## config.mk

```make
export PLATFORM = sky130hd
export DESIGN_NAME = port_reset_seq
export DESIGN_NICKNAME = d
export VERILOG_FILES = /design/src/rtl/prs_pkg.sv /design/src/rtl/prs_ctrl.sv /design/src/rtl/prs_datapath.sv /design/src/rtl/port_reset_seq.sv
export SDC_FILE = /design/constraint.sdc
export NUM_CORES = 1
export LEC_CHECK = 0
export ABC_AREA = 1
export BUFFER_PORTS_ARGS = -buffer_cell sky130_fd_sc_hd__buf_2
export CAP_MARGIN = 20
export CELL_PAD_IN_SITES_DETAIL_PLACEMENT = 2
export CELL_PAD_IN_SITES_GLOBAL_PLACEMENT = 2
export CORE_MARGIN = 4
export CORE_UTILIZATION = 26
export CTS_BUF_LIST = sky130_fd_sc_hd__clkbuf_2 sky130_fd_sc_hd__clkbuf_4 sky130_fd_sc_hd__clkbuf_8
export CTS_CLUSTER_SIZE = 30
export DETAILED_ROUTE_END_ITERATION = 6
export PLACE_DENSITY_LB_ADDON = 0.1
export SKIP_CTS_REPAIR_TIMING = 1
export SYNTH_ARGS = -nofsm -noshare
export SYNTH_HDL_FRONTEND = slang
export SYNTH_SLANG_ARGS = --single-unit
```

## constraint.sdc

```tcl
create_clock -name clk -period 1.7 [get_ports clk]
set_clock_uncertainty 0.1 [all_clocks]
set_input_delay 0.34 -clock clk [delete_from_list [all_inputs] [get_ports clk]]
set_output_delay 0.34 -clock clk [all_outputs]
set_load 0.02 [all_outputs]
```

## src/rtl/prs_pkg.sv

```systemverilog
package prs_pkg;
  localparam int WORD_W = 32;
  localparam int B_CONN = 0;
  localparam int B_CONN_CHG = 1;
  localparam int B_EN = 2;
  localparam int B_EN_CHG = 3;
  localparam int B_OC_CHG = 5;
  localparam int B_RESET = 8;

  typedef enum logic [1:0] {
    RES_OK     = 2'd0,
    RES_NOCONN = 2'd1,
    RES_CHANGE = 2'd2,
    RES_BUSY   = 2'd3
  } seqResult_t;

  typedef struct packed {
    logic latch;
    logic issueWr;
    logic forceWr;
    logic loadPoll;
    logic loadFine;
    logic clrCount;
    logic incCount;
    logic capture;
  } seqStrobes_t;
endpackage

```

## src/rtl/prs_ctrl.sv

```systemverilog
module prs_ctrl
  import prs_pkg::*;
(
  input  logic        clk,
  input  logic        rstN,
  input  logic        start,
  input  logic        tmrZero,
  input  logic        rstSeen,
  input  logic        lastCoarse,
  input  logic        lastFine,
  output seqStrobes_t strb,
  output logic        busy,
  output logic        done
);
  typedef enum logic [2:0] {
    ST_IDLE, ST_ISSUE, ST_COARSE, ST_FORCE, ST_FINE, ST_DONE
  } seqState_t;

  seqState_t state, stateNxt;

  always_ff @(posedge clk) begin
    if (!rstN) state <= ST_IDLE;
    else       state <= stateNxt;
  end

  always_comb begin
    stateNxt = state;
    strb = '0;
    unique case (state)
      ST_IDLE: begin
        if (start) begin
          strb.latch = 1'b1;
          stateNxt = ST_ISSUE;
        end
      end
      ST_ISSUE: begin
        strb.issueWr  = 1'b1;
        strb.loadPoll = 1'b1;
        strb.clrCount = 1'b1;
        stateNxt = ST_COARSE;
      end
      ST_COARSE: begin
        if (tmrZero) begin
          strb.capture = 1'b1;
          if (!rstSeen) begin
            stateNxt = ST_DONE;
          end else if (lastCoarse) begin
            stateNxt = ST_FORCE;
          end else begin
            strb.loadPoll = 1'b1;
            strb.incCount = 1'b1;
          end
        end
      end
      ST_FORCE: begin
        strb.forceWr  = 1'b1;
        strb.loadFine = 1'b1;
        strb.clrCount = 1'b1;
        stateNxt = ST_FINE;
      end
      ST_FINE: begin
        if (tmrZero) begin
          strb.capture = 1'b1;
          if (!rstSeen || lastFine) begin
            stateNxt = ST_DONE;
          end else begin
            strb.loadFine = 1'b1;
            strb.incCount = 1'b1;
          end
        end
      end
      ST_DONE: stateNxt = ST_IDLE;
      default: stateNxt = ST_IDLE;
    endcase
  end

  assign busy = (state != ST_IDLE);
  assign done = (state == ST_DONE);
endmodule

```

## src/rtl/prs_datapath.sv

```systemverilog
module prs_datapath
  import prs_pkg::*;
#(
  parameter int NUM_PORTS  = 4,
  parameter int POLL_CYC   = 2_500_000,
  parameter int NUM_POLLS  = 10,
  parameter int FINE_CYC   = 50,
  parameter int FINE_TRIES = 100_000,
  localparam int IDX_W     = (NUM_PORTS > 1) ? $clog2(NUM_PORTS) : 1,
  localparam int TMR_MAX   = (POLL_CYC > FINE_CYC) ? POLL_CYC : FINE_CYC,
  localparam int TMR_W     = (TMR_MAX > 1) ? $clog2(TMR_MAX) : 1,
  localparam int CNT_MAX   = (NUM_POLLS > FINE_TRIES) ? NUM_POLLS : FINE_TRIES,
  localparam int CNT_W     = $clog2(CNT_MAX + 1)
) (
  input  logic              clk,
  input  logic              rstN,
  input  seqStrobes_t       strb,
  input  logic [IDX_W-1:0]  portIdx,
  input  logic [WORD_W-1:0] portStsIn,
  output logic [IDX_W-1:0]  tgtPort,
  output logic              portWrEn,
  output logic [WORD_W-1:0] portWrData,
  output logic              tmrZero,
  output logic              rstSeen,
  output logic              lastCoarse,
  output logic              lastFine,
  output logic [1:0]        result
);
  localparam logic [WORD_W-1:0] CHG_MASK =
    (WORD_W'(1) << B_CONN_CHG) | (WORD_W'(1) << B_EN_CHG) | (WORD_W'(1) << B_OC_CHG);
  localparam logic [WORD_W-1:0] RST_MASK = WORD_W'(1) << B_RESET;
  localparam logic [WORD_W-1:0] EN_MASK  = WORD_W'(1) << B_EN;

  logic [TMR_W-1:0] tmr;
  logic [CNT_W-1:0] sampleCnt;
  logic capConn, capConnChg, capEn, capRst;
  seqResult_t resNow;

  always_ff @(posedge clk) begin
    if (!rstN) begin
      tmr <= '0;
    end else if (strb.loadPoll) begin
      tmr <= TMR_W'(POLL_CYC - 1);
    end else if (strb.loadFine) begin
      tmr <= TMR_W'(FINE_CYC - 1);
    end else if (tmr != '0) begin
      tmr <= tmr - 1'b1;
    end
  end

  always_ff @(posedge clk) begin
    if (!rstN)              sampleCnt <= '0;
    else if (strb.clrCount) sampleCnt <= '0;
    else if (strb.incCount) sampleCnt <= sampleCnt + 1'b1;
  end

  always_ff @(posedge clk) begin
    if (!rstN)           tgtPort <= '0;
    else if (strb.latch) tgtPort <= portIdx;
  end

  always_ff @(posedge clk) begin
    if (!rstN) begin
      {capConn, capConnChg, capEn, capRst} <= '0;
    end else if (strb.capture) begin
      capConn    <= portStsIn[B_CONN];
      capConnChg <= portStsIn[B_CONN_CHG];
      capEn      <= portStsIn[B_EN];
      capRst     <= portStsIn[B_RESET];
    end
  end

  assign tmrZero    = (tmr == '0);
  assign rstSeen    = portStsIn[B_RESET];
  assign lastCoarse = (sampleCnt == CNT_W'(NUM_POLLS - 1));
  assign lastFine   = (sampleCnt == CNT_W'(FINE_TRIES - 1));

  always_comb begin
    portWrEn   = strb.issueWr | strb.forceWr;
    portWrData = '0;
    if (strb.issueWr)      portWrData = (portStsIn | RST_MASK) & ~EN_MASK;
    else if (strb.forceWr) portWrData = portStsIn & ~(RST_MASK | CHG_MASK);
  end

  always_comb begin
    if (!capConn)              resNow = RES_NOCONN;
    else if (capConnChg)       resNow = RES_CHANGE;
    else if (!capRst && capEn) resNow = RES_OK;
    else                       resNow = RES_BUSY;
  end

  assign result = resNow;
endmodule

```

## src/rtl/port_reset_seq.sv

```systemverilog
module port_reset_seq
  import prs_pkg::*;
#(
  parameter int NUM_PORTS   = 4,
  parameter int POLL_CYC    = 2_500_000,
  parameter int TIMEOUT_CYC = 25_000_000,
  parameter int FINE_CYC    = 50,
  parameter int FINE_TRIES  = 100_000,
  localparam int IDX_W      = (NUM_PORTS > 1) ? $clog2(NUM_PORTS) : 1,
  localparam int NUM_POLLS  = (TIMEOUT_CYC / POLL_CYC > 0) ? TIMEOUT_CYC / POLL_CYC : 1
) (
  input  logic              clk,
  input  logic              rstN,
  input  logic              start,
  input  logic [IDX_W-1:0]  portIdx,
  output logic [IDX_W-1:0]  tgtPort,
  input  logic [31:0]       portStsIn,
  output logic              portWrEn,
  output logic [31:0]       portWrData,
  output logic              busy,
  output logic              done,
  output logic [1:0]        result
);
  seqStrobes_t strb;
  logic tmrZero, rstSeen, lastCoarse, lastFine;

  prs_ctrl ctrl_i (
    .clk(clk), .rstN(rstN), .start(start), .tmrZero(tmrZero),
    .rstSeen(rstSeen), .lastCoarse(lastCoarse), .lastFine(lastFine),
    .strb(strb), .busy(busy), .done(done)
  );

  prs_datapath #(
    .NUM_PORTS(NUM_PORTS), .POLL_CYC(POLL_CYC), .NUM_POLLS(NUM_POLLS),
    .FINE_CYC(FINE_CYC), .FINE_TRIES(FINE_TRIES)
  ) dp_i (
    .clk(clk), .rstN(rstN), .strb(strb), .portIdx(portIdx),
    .portStsIn(portStsIn), .tgtPort(tgtPort), .portWrEn(portWrEn),
    .portWrData(portWrData), .tmrZero(tmrZero), .rstSeen(rstSeen),
    .lastCoarse(lastCoarse), .lastFine(lastFine), .result(result)
  );
endmodule

```

==> flow_summary.yaml <==
logic_synthesis:
  synthTopCellsByArea: "dfxtp_1 (32%), nor2_1 (14%), inv_1 (9.4%)"
  synth_top_area_cell: "dfxtp_1"
  syn_nets: 521
  ys_types: 36
  ys_seq_area_share_pct: 31.62
  avgSynthCellArea_um2: 6.318
  ys_warn_count: 0
  synth.top_cell.area_share_pct: 31.62
  synth_area_um2: 3039
  synth_cells: 481
  ys_ff_latch: 48
placement:
  gp_congestion: 0.7991
  port_buffers: 75
  dp_hpwl_um: 10020
  post_dp_cell_area_um2: 4482
sta:
  tightestPinTransition_ns: 0.5094
  setup_violations: 78
  period_share_pct: 132.3
  final_max_slew_viol_count: 0
  finalHoldViolCount: 0
  fmax_ghz: 0.4445
  whs_ns: 0.2335
  finalCriticalPeriod_ns: 2.249
  max-slew-margin-rel_pct: 65.73
  worst_slack_ns: -0.5495
  rsz0062_at_grt: "yes"
power:
  max-vdd-ir-drop_uv: 924.6
  p_per_area_nw_per_um2: 1627
  power.leakage_nw: 2.687
route:
  drtAntennaViolNets: 0
  wl_per_cell_um: 22.88
  drc: 0
  drt-pass1-iter-count: 4
  dr_total_vias: 4108
  drt_iter0_drc: 163
  vias_per_cell: 4.955
  routed_wl_um: 18970
critical_path:
  crit_fanout: 7
  worstPathArrival_ns: 2.40
  start_kind: "flip-flop"
  critPathMostFrequentCell: "nor2_4"
  slowest_stage: "dfxtp_1"
  path_cells: "nor2_2, nand3_1, nor2_1, nand2_1, nand2_2, nor2_4, buf_4, nor2_4, nand2_2, nor2_4, nand2_1, nor2_1"
  slowest_delay_ns: 0.35
  crit_required_ns: 1.85
  crit_buf_inv: 1
  path_delay_family: "simple AND/OR/NAND/NOR gates"
  path_class: "flip-flop to flip-flop"
  endpoint_kind: "flip-flop"
cts:
  cts_made_buffers: 5
  clk_path_buf_depth: 2
  path_clk_slew_ns: 0.11
  cts_root_buf: "clkbuf_8"
  h-tree-depth: 2
  worst_skew_pair.late_latency_ns: 0.33
  cts_tree: "done"
  cts_num_sinks: 48
run:
  cap_violations: 0
grt:
  grt_pass1_vias: 4047
  antenna_found_initial: 0
  grt_pass1_wl_um: 19550
  globalRouteOverflowTotal: 0
  grt_use_total_pct: 18.19
  grt_max_degree: 27
cells_and_area:
  n_fill_cell: 1282
  drive_gt1_share_pct: 53.87
  final_nets: 724
  syn2layout_area_growth_pct: 87.07
  final_area_um2: 5685
floorplan:
  fp-row-count: 39
  io_pins: 76
  chipHeight_um: 116.1
  dieArea_um2: 13480
  die_width_um: 116.1
  design.core.area_um2: 11420
  start_util_pct: 26.62
min_path:
  hold_class: "primary input to flip-flop"
run_status:
  violations: "setup timing"
  status: "finished, violations left"
[state kept, by name (all words and copies together), names as in the netlist]
| signal | flops |
|---|---|
| dp_i.tmr | 22 |
| dp_i.tgtPort | 2 |
| ctrl_i.state | 3 |
| dp_i.sampleCnt | 17 |
| dp_i.capRst | 1 |
| dp_i.capConn | 1 |
| dp_i.capEn | 1 |
| dp_i.capConnChg | 1 |
[worst paths after layout]
kind | slack (ns) | to | depth (start not counted) | from
worst max register to register | -0.55 | dp_i.tmr[19] | 12 | dp_i.sampleCnt[12]
worst max-delay path | -0.55 | dp_i.tmr[19] | 12 | dp_i.sampleCnt[12]
worst min register to register | 0.38 | dp_i.tgtPort[1] | 2 | dp_i.tgtPort[1]
worst min-delay path | 0.23 | dp_i.tgtPort[0] | 3 | portIdx[0]
[per-layer routing]
metal	up-vias	part of all wire [%]	wire length, um	global-route usage [%]
met5	-	0	0	0
met4	0	2.8	528	3.944
li1	1897	-	-	-
met3	36	3.5	663	2.124
met2	106	56	10620	35.44
met1	2069	38	7154	21.16
[cells in the mapped netlist, drive strengths merged]
| cell | instances |
|---|---|
| nor3 | 10 |
| o21a | 1 |
| nand3b | 1 |
| nand3 | 41 |
| o21ai | 16 |
| or2 | 2 |
| nor4 | 2 |
| xor2 | 15 |
| o31ai | 1 |
| nor2 | 122 |
| clkbuf | 1 |
| inv | 83 |
| o21bai | 1 |
| nand2 | 71 |
| ha | 3 |
| clkinv | 1 |
| a21oi | 36 |
| a31oi | 1 |
| nand4 | 8 |
| dfxtp | 48 |
| xnor2 | 6 |
| buf | 10 |
| a21boi | 1 |
[per-stage QoR]
step                      total power, mW  cells  setup TNS (ns)  setup slack, ns  utilization (%)
after floorplan                     4.329    481               0         0.004027                -
after global placement              5.870    791          -9.889          -0.3812            39.25
after detailed placement            6.072    791          -14.35          -0.5348            39.25
after CTS                           7.002    799          -26.64          -0.5311            40.23
after global routing                9.752    828          -30.33          -0.6913            49.77
final                               9.251    829          -22.54          -0.5495            49.79
[worst min-delay path, cell delays in order]
cell and delay (ns):
buf_2 0.07, o21ai_0 0.08, a21oi_1 0.12
[cell type report]
class,count,area [um2],area share (%)
clock inverter,2,35.03,0.6162
clock buffer,6,76.32,1.342
tap,143,178.9,3.147
inverter,84,337.8,5.942
multi-input combinational,338,2376,41.79
timing repair buffer,207,1699,29.89
sequential,48,979.7,17.23
antenna,1,2.502,0.04401
[cell families (layout without fill, tap and decap cells)]
group | count (synthesis) | in the layout | synth area share, %
simple gates | 257 | 257 | 38.16
buf+inv | 95 | 299 | 12.80
compound gates | 57 | 57 | 10.13
flops | 48 | 48 | 31.62
xor+xnor | 21 | 21 | 6.052
fa+ha+maj | 3 | 3 | 1.235
other cells | 0 | 1 | 0
[power breakdown]
part	switching [mW]	total [mW]	internal, mW
clock network	0.456	0.910	0.454
logic	3.88	6.70	2.82
registers	0.238	1.64	1.40
[placed cells by master (no fill, tap or decap), types with 2 or more instances in the layout]
cell and instances:
nand2_2 12, buf_12 2, xor2_1 15, buf_4 113, nor2_2 17, buf_6 48
o21ai_0 10, clkbuf_16 2, dfxtp_2 12, nand3_2 5, nor3_2 3, o21ai_1 3
nand2_1 50, inv_1 67, nand3_1 29, inv_4 6, nor3_1 6, buf_2 41
a21oi_4 2, clkbuf_8 5, a21oi_2 10, nand4_1 7, dfxtp_1 35, a21oi_1 24
inv_2 9, ha_4 3, nor2_4 49, xnor2_1 5, o21ai_2 3, nand2_4 8
nor2_1 56, nand3_4 7
No activity file was read; power rests on OpenSTA's default activity.
